[src/rtl/tc_pkg.sv]
package tc_pkg;
  localparam int BYTE_W     = 8;
  localparam int RATIO_BITS = 3;

  localparam int ADDR_LO   = 0;
  localparam int ADDR_HBUF = 1;
  localparam int ADDR_CTRL = 2;
  localparam int ADDR_STAT = 3;

  typedef struct packed {
    logic                  run;
    logic                  narrow;
    logic                  pin_src;
    logic                  fall_edge;
    logic                  bypass;
    logic [RATIO_BITS-1:0] ratio;
  } ctrl_t;
endpackage

[src/rtl/tc_edge_sync.sv]
module tc_edge_sync #(
  parameter int STAGES = 2
) (
  input  logic clk,
  input  logic rst_n,
  input  logic pin,
  input  logic fall_sel,
  output logic edge_o
);
  logic [STAGES-1:0] sync_q;
  logic              prev_q;

  always_ff @(posedge clk or negedge rst_n) begin
    if (!rst_n) begin
      sync_q <= '0;
      prev_q <= 1'b0;
    end else begin
      sync_q[0] <= pin;
      for (int i = 1; i < STAGES; i++) sync_q[i] <= sync_q[i-1];
      prev_q <= sync_q[STAGES-1];
    end
  end

  logic rise, fall;
  assign rise   = sync_q[STAGES-1] & ~prev_q;
  assign fall   = ~sync_q[STAGES-1] & prev_q;
  assign edge_o = fall_sel ? fall : rise;

  // a reported edge means the synchronized level changed at the last edge
  p_edge_is_change_r3: assert property (@(posedge clk) disable iff (!rst_n)
    edge_o |-> (sync_q[STAGES-1] != prev_q));
endmodule

[src/rtl/tc_prescaler.sv]
module tc_prescaler #(
  parameter int PRE_W   = 8,
  parameter int RATIO_W = 3
) (
  input  logic               clk,
  input  logic               rst_n,
  input  logic               clr,
  input  logic               evt_in,
  input  logic               bypass,
  input  logic [RATIO_W-1:0] ratio,
  output logic               evt_out
);
  logic [PRE_W-1:0] pre_q;
  logic [RATIO_W:0] shamt;
  logic [PRE_W:0]   span;
  logic [PRE_W-1:0] mask;
  logic             terminal;

  always_comb begin
    shamt    = {1'b0, ratio} + (RATIO_W+1)'(1);
    span     = (PRE_W+1)'(1) << shamt;
    mask     = PRE_W'(span - (PRE_W+1)'(1));
    terminal = ((pre_q | ~mask) == '1);
  end

  assign evt_out = bypass ? evt_in : (evt_in && terminal);

  always_ff @(posedge clk or negedge rst_n) begin
    if (!rst_n)                  pre_q <= '0;
    else if (clr)                pre_q <= '0;
    else if (evt_in && !bypass)  pre_q <= pre_q + PRE_W'(1);
  end

  p_pre_clear_r5: assert property (@(posedge clk) disable iff (!rst_n)
    clr |=> (pre_q == '0));
  // bypassed path leaves the divider frozen
  p_pre_frozen_r4: assert property (@(posedge clk) disable iff (!rst_n)
    (bypass && !clr) |=> $stable(pre_q));
endmodule

[src/rtl/tc_count_core.sv]
module tc_count_core #(
  parameter int BW = 8
) (
  input  logic          clk,
  input  logic          rst_n,
  input  logic          inc,
  input  logic          narrow,
  input  logic          load,
  input  logic [BW-1:0] load_lo,
  input  logic [BW-1:0] load_hi,
  output logic [BW-1:0] lo_o,
  output logic [BW-1:0] hi_o,
  output logic          wrap_o
);
  logic [BW-1:0] lo_q, hi_q;

  assign wrap_o = inc && !load && (narrow ? (&lo_q) : (&{hi_q, lo_q}));

  always_ff @(posedge clk or negedge rst_n) begin
    if (!rst_n) begin
      lo_q <= '0;
      hi_q <= '0;
    end else if (load) begin
      lo_q <= load_lo;
      hi_q <= load_hi;
    end else if (inc) begin
      if (narrow) lo_q <= lo_q + BW'(1);
      else        {hi_q, lo_q} <= {hi_q, lo_q} + (2*BW)'(1);
    end
  end

  assign lo_o = lo_q;
  assign hi_o = hi_q;

  p_hi_hold_narrow_r9: assert property (@(posedge clk) disable iff (!rst_n)
    (narrow && !load) |=> $stable(hi_q));
  p_wrap_to_zero_r9: assert property (@(posedge clk) disable iff (!rst_n)
    wrap_o |=> (lo_q == '0));
endmodule

[src/rtl/tick_counter.sv]
module tick_counter
  import tc_pkg::*;
#(
  parameter int ADDR_W      = 2,
  parameter int SYNC_STAGES = 2,
  parameter int PRE_W       = 8,
  parameter int HOLD_TICKS  = 2
) (
  input  logic              clk,
  input  logic              rst_n,
  input  logic              tick,
  input  logic              ext_pin,
  input  logic [ADDR_W-1:0] bus_addr,
  input  logic [7:0]        bus_wdata,
  input  logic              bus_we,
  input  logic              bus_re,
  output logic [7:0]        bus_rdata,
  output logic              irq
);
  localparam int HOLD_W = $clog2(HOLD_TICKS + 1);

  ctrl_t             ctrl_q;
  logic [BYTE_W-1:0] hbuf_q;
  logic              flag_q, ie_q;
  logic [HOLD_W-1:0] hold_q;

  logic wr_lo, wr_hbuf, wr_ctrl, wr_stat, rd_lo;
  assign wr_lo   = bus_we && (bus_addr == ADDR_W'(ADDR_LO));
  assign wr_hbuf = bus_we && (bus_addr == ADDR_W'(ADDR_HBUF));
  assign wr_ctrl = bus_we && (bus_addr == ADDR_W'(ADDR_CTRL));
  assign wr_stat = bus_we && (bus_addr == ADDR_W'(ADDR_STAT));
  assign rd_lo   = bus_re && (bus_addr == ADDR_W'(ADDR_LO));

  logic pin_edge, raw_evt, pre_in, cnt_inc, wrap;
  logic [BYTE_W-1:0] cnt_lo, cnt_hi;

  tc_edge_sync #(.STAGES(SYNC_STAGES)) u_sync (
    .clk(clk), .rst_n(rst_n), .pin(ext_pin),
    .fall_sel(ctrl_q.fall_edge), .edge_o(pin_edge));

  assign raw_evt = ctrl_q.pin_src ? pin_edge : tick;
  assign pre_in  = ctrl_q.run && (hold_q == '0) && !wr_lo && raw_evt;

  tc_prescaler #(.PRE_W(PRE_W), .RATIO_W(RATIO_BITS)) u_pre (
    .clk(clk), .rst_n(rst_n), .clr(wr_lo), .evt_in(pre_in),
    .bypass(ctrl_q.bypass), .ratio(ctrl_q.ratio), .evt_out(cnt_inc));

  tc_count_core #(.BW(BYTE_W)) u_core (
    .clk(clk), .rst_n(rst_n), .inc(cnt_inc), .narrow(ctrl_q.narrow),
    .load(wr_lo), .load_lo(bus_wdata), .load_hi(hbuf_q),
    .lo_o(cnt_lo), .hi_o(cnt_hi), .wrap_o(wrap));

  // post-write hold: counts down on ticks
  always_ff @(posedge clk or negedge rst_n) begin
    if (!rst_n)                       hold_q <= '0;
    else if (wr_lo)                   hold_q <= HOLD_W'(HOLD_TICKS);
    else if (tick && hold_q != '0)    hold_q <= hold_q - HOLD_W'(1);
  end

  always_ff @(posedge clk or negedge rst_n) begin
    if (!rst_n) begin
      ctrl_q <= '1;
      hbuf_q <= '0;
    end else begin
      if (wr_ctrl) ctrl_q <= ctrl_t'(bus_wdata);
      if (wr_hbuf)    hbuf_q <= bus_wdata;
      else if (rd_lo) hbuf_q <= cnt_hi;
    end
  end

  always_ff @(posedge clk or negedge rst_n) begin
    if (!rst_n) begin
      flag_q <= 1'b0;
      ie_q   <= 1'b0;
    end else begin
      if (wr_stat) begin
        flag_q <= bus_wdata[0];
        ie_q   <= bus_wdata[1];
      end
      if (wrap) flag_q <= 1'b1;
    end
  end

  always_comb begin
    case (bus_addr)
      ADDR_W'(ADDR_LO):   bus_rdata = cnt_lo;
      ADDR_W'(ADDR_HBUF): bus_rdata = hbuf_q;
      ADDR_W'(ADDR_CTRL): bus_rdata = ctrl_q;
      ADDR_W'(ADDR_STAT): bus_rdata = {6'b0, ie_q, flag_q};
      default:            bus_rdata = '0;
    endcase
  end

  assign irq = flag_q & ie_q;

  p_hold_freeze_r6: assert property (@(posedge clk) disable iff (!rst_n)
    (hold_q != '0 && !wr_lo) |=> $stable({cnt_hi, cnt_lo}));
  p_off_freeze_r12: assert property (@(posedge clk) disable iff (!rst_n)
    (!ctrl_q.run && !wr_lo) |=> $stable({cnt_hi, cnt_lo}));
  p_flag_sticky_r10: assert property (@(posedge clk) disable iff (!rst_n)
    (flag_q && !wr_stat) |=> flag_q);
  p_wrap_sets_flag_r9: assert property (@(posedge clk) disable iff (!rst_n)
    wrap |=> flag_q);
  p_load_atomic_r8: assert property (@(posedge clk) disable iff (!rst_n)
    wr_lo |=> (cnt_hi == $past(hbuf_q) && cnt_lo == $past(bus_wdata)));
  p_read_latch_r7: assert property (@(posedge clk) disable iff (!rst_n)
    (rd_lo && !wr_hbuf) |=> (hbuf_q == $past(cnt_hi)));
endmodule

[config.mk]
export PLATFORM = sky130hd
export DESIGN_NAME = tick_counter
export DESIGN_NICKNAME = d
export VERILOG_FILES = /design/src/rtl/tc_pkg.sv /design/src/rtl/tc_edge_sync.sv /design/src/rtl/tc_prescaler.sv /design/src/rtl/tc_count_core.sv /design/src/rtl/tick_counter.sv
export SDC_FILE = /design/constraint.sdc
export NUM_CORES = 1
export LEC_CHECK = 0
export CORE_MARGIN = 3
export CORE_UTILIZATION = 57
export CTS_CLUSTER_DIAMETER = 80
export DETAILED_ROUTE_END_ITERATION = 16
export PLACE_DENSITY_LB_ADDON = 0.08
export SLEW_MARGIN = 30
export SYNTH_ARGS = -nofsm -noshare
export SYNTH_HDL_FRONTEND = slang
export SYNTH_HIERARCHICAL = 1
export SYNTH_SLANG_ARGS = --single-unit
[constraint.sdc]
create_clock -name clk -period 3.9 [get_ports clk]
set_input_delay 0.39 -clock clk [delete_from_list [all_inputs] [get_ports clk]]
set_output_delay 0.39 -clock clk [all_outputs]
set_load 0.02 [all_outputs]
==> metrics.cfg, run 1 <==
[clock_tree]
clkSinkCount = 47
cts_buffer_depth = 2
cts_tree = done
cts_htree_levels = 2
cts_inserted_buffers = 5
insertion_delay_ps = 310
holdBufCountCts = 0
cts_root_buf = clkbuf_8
post-cts-setup-buffer-count = 0
path_clk_slew_ps = 90
post_cts_resized = 0

[floorplan]
io-pin-count = 25
die_w_um = 74.8
start_util_pct = 60.3
die_area_mm2 = 0.00559
rows = 24
core_mm2 = 0.00447
die_height_um = 74.8

[critical_path]
path_max_fanout = 12
rr_startpoint = ctrl_q[1]$_DFFE_PN1P_
crit_type = flop to flop
end_kind = flop
cpLargestDelayFamily = simple AND/OR/NAND/NOR gates
r2r_end = u_core/hi_o[4]$_DFFE_PN0P_
crit_path_max_incr_delay_ps = 600
critPathBufInv = 0
reg2reg_slack_ps = 700
required_ps = 4080
crit_chain = or3_1 -> ha_1 -> nor4b_1 -> a311oi_1 -> o31a_1 -> o21a_1 -> nand4b_1 -> nor4_1 -> xnor2_1 -> o21ai_0
cpMaxStageDelayCell = nor4_1
critPathLaunchType = flop
cp.arrival_ps = 3380
r2r_cells = 10

[outcome]
status = finished clean

[detailed_routing]
drt_iter0_drc = 228
vias = 2256
routed_wl_mm = 6.36
routedWlPerCell_um = 18.1
drtPass1Iterations = 5
drc_errors = 0
antenna_left = 0
viasPerCell = 6.41

[final_layout]
register_area_mm2 = 0.00119
drive_above_1_share_pct = 13.3
final_nets = 319
multi_input_area_mm2 = 0.00142
fillerInstances = 369
antenna_cells = 0
areaGrowthSynthToFinish_pct = 14.4

[pwr]
total_power_w = 0.00150
switchingPower_w = 0.000466
power.density_mw_per_mm2 = 487
ir_drop_v = 0.000324
p_seq_share_pct = 47.8
p_leak_nw = 1.23
swShare_pct = 31.1
pwr-share-comb_pct = 23.9
internal_power_w = 0.00103
clkPwrFrac_pct = 28.3

[timing]
tns_ps = 0
fin_crit_ps = 3200
skew_ps = 9.55
rsz0062_at_grt = false
timing.final.crit_share_pct = 82.1
setup_viol = 0
worst-slew-pin-transition_ps = 691
max_freq_ghz = 0.312
drv_slew = 0
finalHoldViolCount = 0
relSlewSlack_pct = 53.8

[synth]
synth_compound_area_share_pct = 10.7
synth_area_leader_cell = dfrtp_1
synth-xor-area-share_pct = 6.17
async_reset_ff_share_pct = 100
netlist_area_mm2 = 0.00270
synth-seq-area-share_pct = 44.0
ys.flop_type = dfrtp_1
post-synth-top-count-cell = nand2_1
synth_top_area_share_pct = 36.2
synth_edf_count = 0
synthTopCellsByCount = nand2_1, dfrtp_1, nor2_1
yosys.area_share.adder_pct = 1.86
synth_simple_gate_area_share_pct = 23.9
yosys_warnings = 6
synth_top_family_by_area = simple AND/OR/NAND/NOR gates
synth_mux_area_share_pct = 9.55
synth.area.top_cells = dfrtp_1, dfstp_2, nand2_1
synth_nets = 296
ys_ff_latch = 47
yosysUniqueCellTypes = 51
postSynthAreaPerCell_um2 = 9.77
syn_inst = 276

[place]
gp_congestion = 0.900
place.detailed.hpwl_mm = 4.43
port_buffers = 24

[min_path]
hp-class = input port to asynchronous set/reset pin

[global_route]
overflow = 0
grt_max_degree = 48
grt_usage_pct = 24.8
antenna_found_initial = 0
grt_pass1_wl_mm = 10.2
grt_pass1_vias = 2048

[flow_run]
cap_violations = 0

[worst max-delay path by stage]
stage                                 end                   from  cells after the start
6_report       u_core/hi_o[4]$_DFFE_PN0P_  ctrl_q[1]$_DFFE_PN1P_                     10
5_1_grt        u_core/hi_o[7]$_DFFE_PN0P_  ctrl_q[1]$_DFFE_PN1P_                     10
4_1_cts        u_core/hi_o[7]$_DFFE_PN0P_  ctrl_q[1]$_DFFE_PN1P_                     10
3_5_place_dp   u_core/hi_o[7]$_DFFE_PN0P_  ctrl_q[1]$_DFFE_PN1P_                     10
3_3_place_gp   u_core/hi_o[7]$_DFFE_PN0P_  ctrl_q[1]$_DFFE_PN1P_                     10
2_1_floorplan  u_core/hi_o[7]$_DFFE_PN0P_  ctrl_q[1]$_DFFE_PN1P_                     12
[per-stage QoR]
| stage | area, um^2 | hold slack [ps] | instances | setup WS [ps] | util, % |
|---|---|---|---|---|---|
| final | 3090 | 174 | 352 | 697 | 69.0 |
| after global routing | 3090 | 211 | 352 | 587 | 69.0 |
| after CTS | 3090 | 190 | 352 | 798 | 69.0 |
| after detailed placement | 2950 | 335 | 344 | 811 | 66.0 |
| after global placement | 2950 | 334 | 344 | 945 | 66.0 |
| after floorplan | 2700 | 94.4 | 276 | 888 | - |
[metal layers]
metal	GRT usage (%)	up-vias	part of all wire, %
met5	0	-	0
met4	7.71	0	1.6
met3	4.41	13	7.5
met2	38.6	105	47
met1	35.4	1102	44
li1	-	1036	-
[area by class of cell]
cell class,instances,area share [%]
clock buffer,6,2.35
timing repair buffer,28,8.60
inverter,5,0.608
clock inverter,2,1.95
multi-input combinational,212,45.9
tap,52,2.11
sequential,47,38.4
[cell families after synthesis]
logic type	count (synthesis)
buffers and inverters	17
and+or+nand+nor	120
adders and majority gates	4
DFF	47
muxes	22
xor gates and xnor gates	19
other	1
AOI/OAI and AO/OA	46
[power by group through the flow]
stage	clock (W)	sequential [W]	combinational (W)
global placement	0	0.000719	0.000344
floorplan	0	0.000683	0.000258
CTS	0.000432	0.000714	0.000361
global route	0.000451	0.000734	0.000396
detailed placement	0	0.000722	0.000358
finish	0.000425	0.000718	0.000358
[state kept, by name, summed over array words and instances, names as in the netlist]
| register | flops |
|---|---|
| u_core/hi_o | 8 |
| u_sync/sync_q | 2 |
| hold_q | 2 |
| hbuf_q | 8 |
| u_sync/prev_q | 1 |
| ie_q | 1 |
| u_pre/pre_q | 8 |
| u_core/lo_o | 8 |
| flag_q | 1 |
| ctrl_q | 8 |
[placed cells by master, fill, tap and decap left out, types with 9 or more instances in the layout]
cell type and count:
nand2_1 44, dfrtp_1 39, nor2_1 23, clkdlybuf4s50_1 23, o21ai_0 21, xnor2_1 11, mux2i_1 10, mux2_2 9
nand4_1 9
No activity file was read; power rests on OpenSTA's default activity.
==> inputs of run 2 (changes only) <==
CORE_UTILIZATION = 52   (was 57)
clock period = 2.85 ns   (was 3.9 ns; I/O delays follow)
==> run 2 against run 1 <==
Setup slack worse by 590 ps. Routed wire length decreased by 0.79%. Power rose by 29%. Sequential power is 35% higher. Highest routed layer unchanged. Non-clock buffer count rose by 6. Hold slack worse by 180 ps. Critical path type unchanged. Combinational power rose by 49%. The run now ends with hold timing left. Critical path depth shrank 1. Die area increased by 8.8%.
==> metrics.cfg, run 2 (synthesis results as in run 1) <==
[outcome]
status = complete, but fails checks  ; was finished clean
violations = hold timing

[final_layout]
post-route-util_pct = 65.2  ; was 69.0%
final_cell_mix = nand2_1, dfrtp_1, clkdlybuf4s50_1, nor2_1, o21ai_0  ; was nand2_1, dfrtp_1, nor2_1, clkdlybuf4s50_1, o21ai_0
multi_input_area_mm2 = 0.00148  ; was 0.00142 mm^2
register_area_mm2 = 0.00119  ; unchanged
post-route-cell-area_mm2 = 0.00318  ; was 0.00309 mm^2
drive_above_1_share_pct = 17.6  ; was 13.3%
areaGrowthSynthToFinish_pct = 17.9  ; was 14.4%
antenna_cells = 0  ; unchanged
mostFrequentLayoutCell = nand2_1  ; unchanged
fillerInstances = 428  ; was 369
final_nets = 325  ; was 319

[global_route]
overflow = 0  ; unchanged
grt_max_degree = 48  ; unchanged
grt_pass1_wl_mm = 10.6  ; was 10.2 mm
antenna_found_initial = 0  ; unchanged
grt_pass1_vias = 2114  ; was 2,048
grt_usage_pct = 22.3  ; was 24.8%

[floorplan]
start_util_pct = 55.3  ; was 60.3%
die_area_mm2 = 0.00609  ; was 0.00559 mm^2
io-pin-count = 25  ; unchanged
core_mm2 = 0.00488  ; was 0.00447 mm^2
die_height_um = 78.0  ; was 74.8 um
die_w_um = 78.0  ; was 74.8 um
rows = 25  ; was 24

[timing]
skew_ps = 8.08  ; was 9.55 ps
timing.final.crit_share_pct = 96.2  ; was 82.1%
max_freq_ghz = 0.365  ; was 0.312 GHz
rsz0062_at_grt = false  ; unchanged
drv_slew = 0  ; unchanged
setup_viol = 0  ; unchanged
fin_crit_ps = 2740  ; was 3200 ps
relSlewSlack_pct = 57.7  ; was 53.8%
finalHoldViolCount = 18  ; was 0
holdWs_ps = -8.27  ; was 174 ps
tns_ps = 0  ; unchanged
worst-slew-pin-transition_ps = 632  ; was 691 ps

[critical_path]
startpoint = ctrl_q[1]$_DFFE_PN1P_  ; unchanged
rr_startpoint = ctrl_q[1]$_DFFE_PN1P_  ; unchanged
critPathLaunchType = flop  ; unchanged
path_max_fanout = 6  ; was 12
cp.arrival_ps = 2930  ; was 3380 ps
crit_path_max_incr_delay_ps = 400  ; was 600 ps
reg2reg_slack_ps = 110  ; was 700 ps
end_kind = flop  ; unchanged
crit_chain = or3_4 -> ha_4 -> a31o_2 -> a311oi_2 -> o21a_1 -> nand4b_1 -> or3_4 -> o31a_1 -> o31a_1  ; was or3_1 -> ha_1 -> nor4b_1 -> a311oi_1 -> o31a_1 -> o21a_1 -> nand4b_1 -> nor4_1 -> xnor2_1 -> o21ai_0
cpMaxStageDelayCell = or3_4  ; was nor4_1
required_ps = 3040  ; was 4080 ps
crit_type = flop to flop  ; unchanged

[detailed_routing]
drtPass1Iterations = 4  ; was 5
routed_wl_mm = 6.31  ; was 6.36 mm
vias = 2163  ; was 2,256
antenna_left = 0  ; unchanged
routedWlPerCell_um = 16.9  ; was 18.1 um
drt_iter0_drc = 198  ; was 228
drc_errors = 0  ; unchanged
viasPerCell = 5.80  ; was 6.41

[clock_tree]
cts_tree = done  ; unchanged
cts_htree_levels = 2  ; unchanged
holdBufCountCts = 0  ; unchanged
cts_inserted_buffers = 5  ; unchanged
cts_buffer_depth = 2  ; unchanged
path_clk_slew_ps = 80  ; was 90 ps
clkSinkCount = 47  ; unchanged
insertion_delay_ps = 300  ; was 310 ps
cts_root_buf = clkbuf_8  ; unchanged

[pwr]
p_leak_nw = 1.27  ; was 1.23 nW
power.density_mw_per_mm2 = 609  ; was 487 mW/mm^2
ir_drop_v = 0.000352  ; was 0.000324 V

[flow_run]
cap_violations = 0  ; unchanged

[min_path]
hp-class = input port to asynchronous set/reset pin  ; unchanged

[place]
dpl_cell_area_mm2 = 0.00301  ; was 0.00295 mm^2
port_buffers = 24  ; unchanged
gp_congestion = 0.829  ; was 0.900
place.detailed.hpwl_mm = 4.42  ; was 4.43 mm

[run 2: final cells by class]
class                   count  share of cell area, %
multi-input cells         212                   46.4
flip-flops and latches     47                   37.3
repair buffers             34                   9.95
clock buffers               8                   3.15
well taps                  67                   2.63
inverters                   5                  0.590
[run 2: worst max-delay path, delay by kind of cell (launching register included)]
kind	cells	cell delay, ps
adder cells (fa/ha/maj)	1	190
AO/OA/AOI/OAI	5	1190
AND/OR/NAND/NOR	3	890
flip-flops	1	390
[run 2: final timing paths]
check                                        endpoint  cells past startpoint
max                        u_core/hi_o[7]$_DFFE_PN0P_                      9
min                             hold_q[0]$_DFFE_PN0P_                      1
max reg2reg                u_core/hi_o[7]$_DFFE_PN0P_                      9
min reg2reg                u_sync/sync_q[1]$_DFF_PN0_                      0
max in group asynchronous  u_pre/pre_q[5]$_DFFE_PN0P_                      1
min in group clk           u_sync/sync_q[1]$_DFF_PN0_                      0
[run 2: what timing repair did]
action / 4_1_cts / 5_1_grt
endpoints found under the setup margin: 0 / 7
buffers inserted: 0 / 1
gates resized for setup: 0 / 11
[run 2: per-stage QoR]
stage / hold WS [ps] / instances / setup WS, ps / power [W]
2_1_floorplan: -10.6 / 276 / 328 / 0.00129
3_3_place_gp: 389 / 364 / 142 / 0.00148
3_5_place_dp: 338 / 364 / 68.3 / 0.00149
4_1_cts: 12.0 / 372 / 30.9 / 0.00193
5_1_grt: 26.4 / 373 / 16.9 / 0.00206
6_report: -8.27 / 373 / 107 / 0.00194
[run 2: metal layers]
layer	GRT usage (%)	vias up	part of all wire [%]
met2	32.4	61	44
met5	0	-	0
li1	-	1044	-
met1	34.1	1049	50
met4	7.69	0	1.6
met3	3.44	9	4.5
[run 2: power by group]
part           internal [W]  switching [W]
sequential         0.000811       0.000155
combinational      0.000272       0.000260
clock              0.000222       0.000220
total               0.00130       0.000634
==> inputs of run 3 (changes only) <==
CELL_PAD_IN_SITES_DETAIL_PLACEMENT = 1   (was unset)
CELL_PAD_IN_SITES_GLOBAL_PLACEMENT = 1   (was unset)
CORE_UTILIZATION = 40   (was 52)
PLACE_DENSITY = 0.86   (was unset)
PLACE_DENSITY_LB_ADDON = unset   (was 0.08)
==> run 3 against run 2 <==
The run still ends with hold timing left. Die area rose by 28%. Clock skew is 0.74 ps higher. Routed wire length grew 15%. Via count rose by 4.3%. First-iteration DRC count fell by 30%. Design area rose by 0.35%. Power rose by 2.2%. Register-to-register slack got worse by 50 ps. Sequential power increased by 1%. Core utilization down 16 points. Setup slack got worse by 53 ps. Final cell count increased by 3.2%. Largest cell class unchanged.
==> metrics.cfg, run 3 (synthesis results as in run 1) <==
[floorplan]
die_height_um = 88.1  ; was 78.0 um
io-pin-count = 25  ; unchanged
core_mm2 = 0.00646  ; was 0.00488 mm^2
die_area_mm2 = 0.00777  ; was 0.00609 mm^2
die_w_um = 88.1  ; was 78.0 um
start_util_pct = 41.8  ; was 55.3%
rows = 29  ; was 25

[critical_path]
path_max_fanout = 6  ; unchanged
critPathLaunchType = flop  ; unchanged
r2r_cells = 10  ; was 9
cp.arrival_ps = 2990  ; was 2930 ps
reg2reg_slack_ps = 50  ; was 110 ps
required_ps = 3050  ; was 3040 ps
cpMaxStageDelayCell = or3_4  ; unchanged
end_kind = flop  ; unchanged
crit_type = flop to flop  ; unchanged
crit_path_max_incr_delay_ps = 390  ; was 400 ps
cp_common_cell = o31a_1
crit_chain = or3_4 -> ha_4 -> nor4b_1 -> a311oi_2 -> o31a_1 -> o21a_2 -> nand4b_1 -> or3_1 -> o31a_1 -> o31a_1  ; was or3_4 -> ha_4 -> a31o_2 -> a311oi_2 -> o21a_1 -> nand4b_1 -> or3_4 -> o31a_1 -> o31a_1
rr_startpoint = ctrl_q[1]$_DFFE_PN1P_  ; unchanged
startpoint = ctrl_q[1]$_DFFE_PN1P_  ; unchanged

[place]
port_buffers = 24  ; unchanged
gp_congestion = 0.810  ; was 0.829
dpl_cell_area_mm2 = 0.00303  ; was 0.00301 mm^2
place.detailed.hpwl_mm = 4.93  ; was 4.42 mm

[min_path]
hp-class = input port to asynchronous set/reset pin  ; unchanged

[detailed_routing]
routedWlPerCell_um = 18.8  ; was 16.9 um
antenna_left = 0  ; unchanged
drtPass1Iterations = 4  ; unchanged
drt_iter0_drc = 138  ; was 198
drc_errors = 0  ; unchanged
viasPerCell = 5.86  ; was 5.80
routed_wl_mm = 7.22  ; was 6.31 mm
vias = 2256  ; was 2,163

[global_route]
grt_max_degree = 48  ; unchanged
overflow = 0  ; unchanged
grt_pass1_vias = 2347  ; was 2,114
grt_usage_pct = 19.9  ; was 22.3%
antenna_found_initial = 0  ; unchanged
grt_pass1_wl_mm = 11.9  ; was 10.6 mm

[clock_tree]
clkSinkCount = 47  ; unchanged
cts_htree_levels = 2  ; unchanged
insertion_delay_ps = 300  ; about the same
cts_tree = done  ; unchanged
path_clk_slew_ps = 90  ; was 80 ps
cts_root_buf = clkbuf_8  ; unchanged
cts_inserted_buffers = 5  ; unchanged
cts_buffer_depth = 2  ; unchanged
holdBufCountCts = 0  ; unchanged

[timing]
timing.final.crit_share_pct = 98.1  ; was 96.2%
fin_crit_ps = 2800  ; was 2740 ps
setup_viol = 0  ; unchanged
relSlewSlack_pct = 56.5  ; was 57.7%
holdWs_ps = -17.5  ; was -8.27 ps
rsz0062_at_grt = true  ; was false
max_freq_ghz = 0.358  ; was 0.365 GHz
finalHoldViolCount = 17  ; was 18
worst-slew-pin-transition_ps = 650  ; was 632 ps
skew_ps = 8.82  ; was 8.08 ps
tns_ps = 0  ; unchanged
drv_slew = 0  ; unchanged

[pwr]
ir_drop_v = 0.000261  ; was 0.000352 V
swShare_pct = 33.8  ; was 32.7%
switchingPower_w = 0.000670  ; was 0.000634 W
clkPwrFrac_pct = 22.8  ; about the same
power.density_mw_per_mm2 = 621  ; was 609 mW/mm^2
p_seq_share_pct = 49.3  ; was 49.8%
internal_power_w = 0.00131  ; was 0.00130 W
p_leak_nw = 1.26  ; was 1.27 nW
pwr-share-comb_pct = 27.9  ; was 27.4%

[final_layout]
post-route-cell-area_mm2 = 0.00319  ; was 0.00318 mm^2
drive_above_1_share_pct = 18.2  ; was 17.6%
areaGrowthSynthToFinish_pct = 18.4  ; was 17.9%
final_cell_mix = nand2_1, dfrtp_1, clkdlybuf4s50_1, nor2_1, o21ai_0  ; unchanged
final_nets = 327  ; was 325
mostFrequentLayoutCell = nand2_1  ; unchanged
antenna_cells = 0  ; unchanged

[outcome]
violations = hold timing  ; unchanged
status = complete, but fails checks  ; unchanged

[flow_run]
cap_violations = 0  ; unchanged

==> run 3: cell types whose count changed in the layout (fill, tap and decap cells not counted) <==
cell	change
buf_4	+3
buf_6	-1
nor4_2	+1
nor4_4	-1
o21a_1	-1
o21a_2	+1
or3_1	+1
or3_4	-1
==> run 3: worst paths after layout <==
check / endpoint
worst min register to register: u_sync/sync_q[1]$_DFF_PN0_
max in group asynchronous: u_pre/pre_q[0]$_DFFE_PN0P_
worst max-delay path: u_core/hi_o[7]$_DFFE_PN0P_
worst min-delay path: hbuf_q[0]$_DFFE_PN0P_
worst max register to register: u_core/hi_o[7]$_DFFE_PN0P_
min in group clk: u_sync/sync_q[1]$_DFF_PN0_
==> run 3: critical path, delay by kind of cell, from the launching register on <==
kind	cells	cell delay, ps
AO/OA/AOI/OAI	5	1040
flip-flops	1	380
AND/OR/NAND/NOR	4	1070
adder cells (fa/ha/maj)	1	190
==> run 3: through the flow <==
stage / worst slack [ps] / hold WS, ps / cells / util [%] / power [W]
global placement: 68.9 / 338 / 375 / 46.9 / 0.00148
detailed placement: 7.78 / 337 / 375 / 47.0 / 0.00151
floorplan: 328 / -10.6 / 276 / - / 0.00129
global route: -75.4 / 20.5 / 385 / 49.4 / 0.00211
CTS: 10.7 / 9.85 / 384 / 48.7 / 0.00198
finish: 54.3 / -17.5 / 385 / 49.4 / 0.00198
==> run 3: area by class of cell <==
type / count / area, um^2
repair buffers: 36 / 328
clock buffers: 8 / 100
fillers: 740 / 3270
inverters: 5 / 18.8
well taps: 77 / 96.3
multi-input cells: 212 / 1460
flip-flops and latches: 47 / 1190
==> run 3: power by group through the flow <==
stage / logic (W) / registers [W] / clock network [W]
2_1_floorplan: 0.000355 / 0.000935 / 0
3_3_place_gp: 0.000504 / 0.000972 / 0
3_5_place_dp: 0.000531 / 0.000983 / 0
4_1_cts: 0.000539 / 0.000972 / 0.000465
5_1_grt: 0.000609 / 0.00100 / 0.000495
6_report: 0.000553 / 0.000976 / 0.000452
==> run 3: timing repair <==
action / CTS / global route
pin swaps: 2 / 7
setup endpoints to repair: 2 / 8
resized for setup: 1 / 8
setup buffers: 1 / 1
==> run 3: metal layers <==
metal  vias to the layer above  track usage, %  part of all wire, %
li1                       1043               -                    -
met1                      1137            27.5                   47
met2                        67            32.6                   48
met3                         9            3.39                  4.3
met4                         0            4.95                  1.3
met5                         -               0                    0
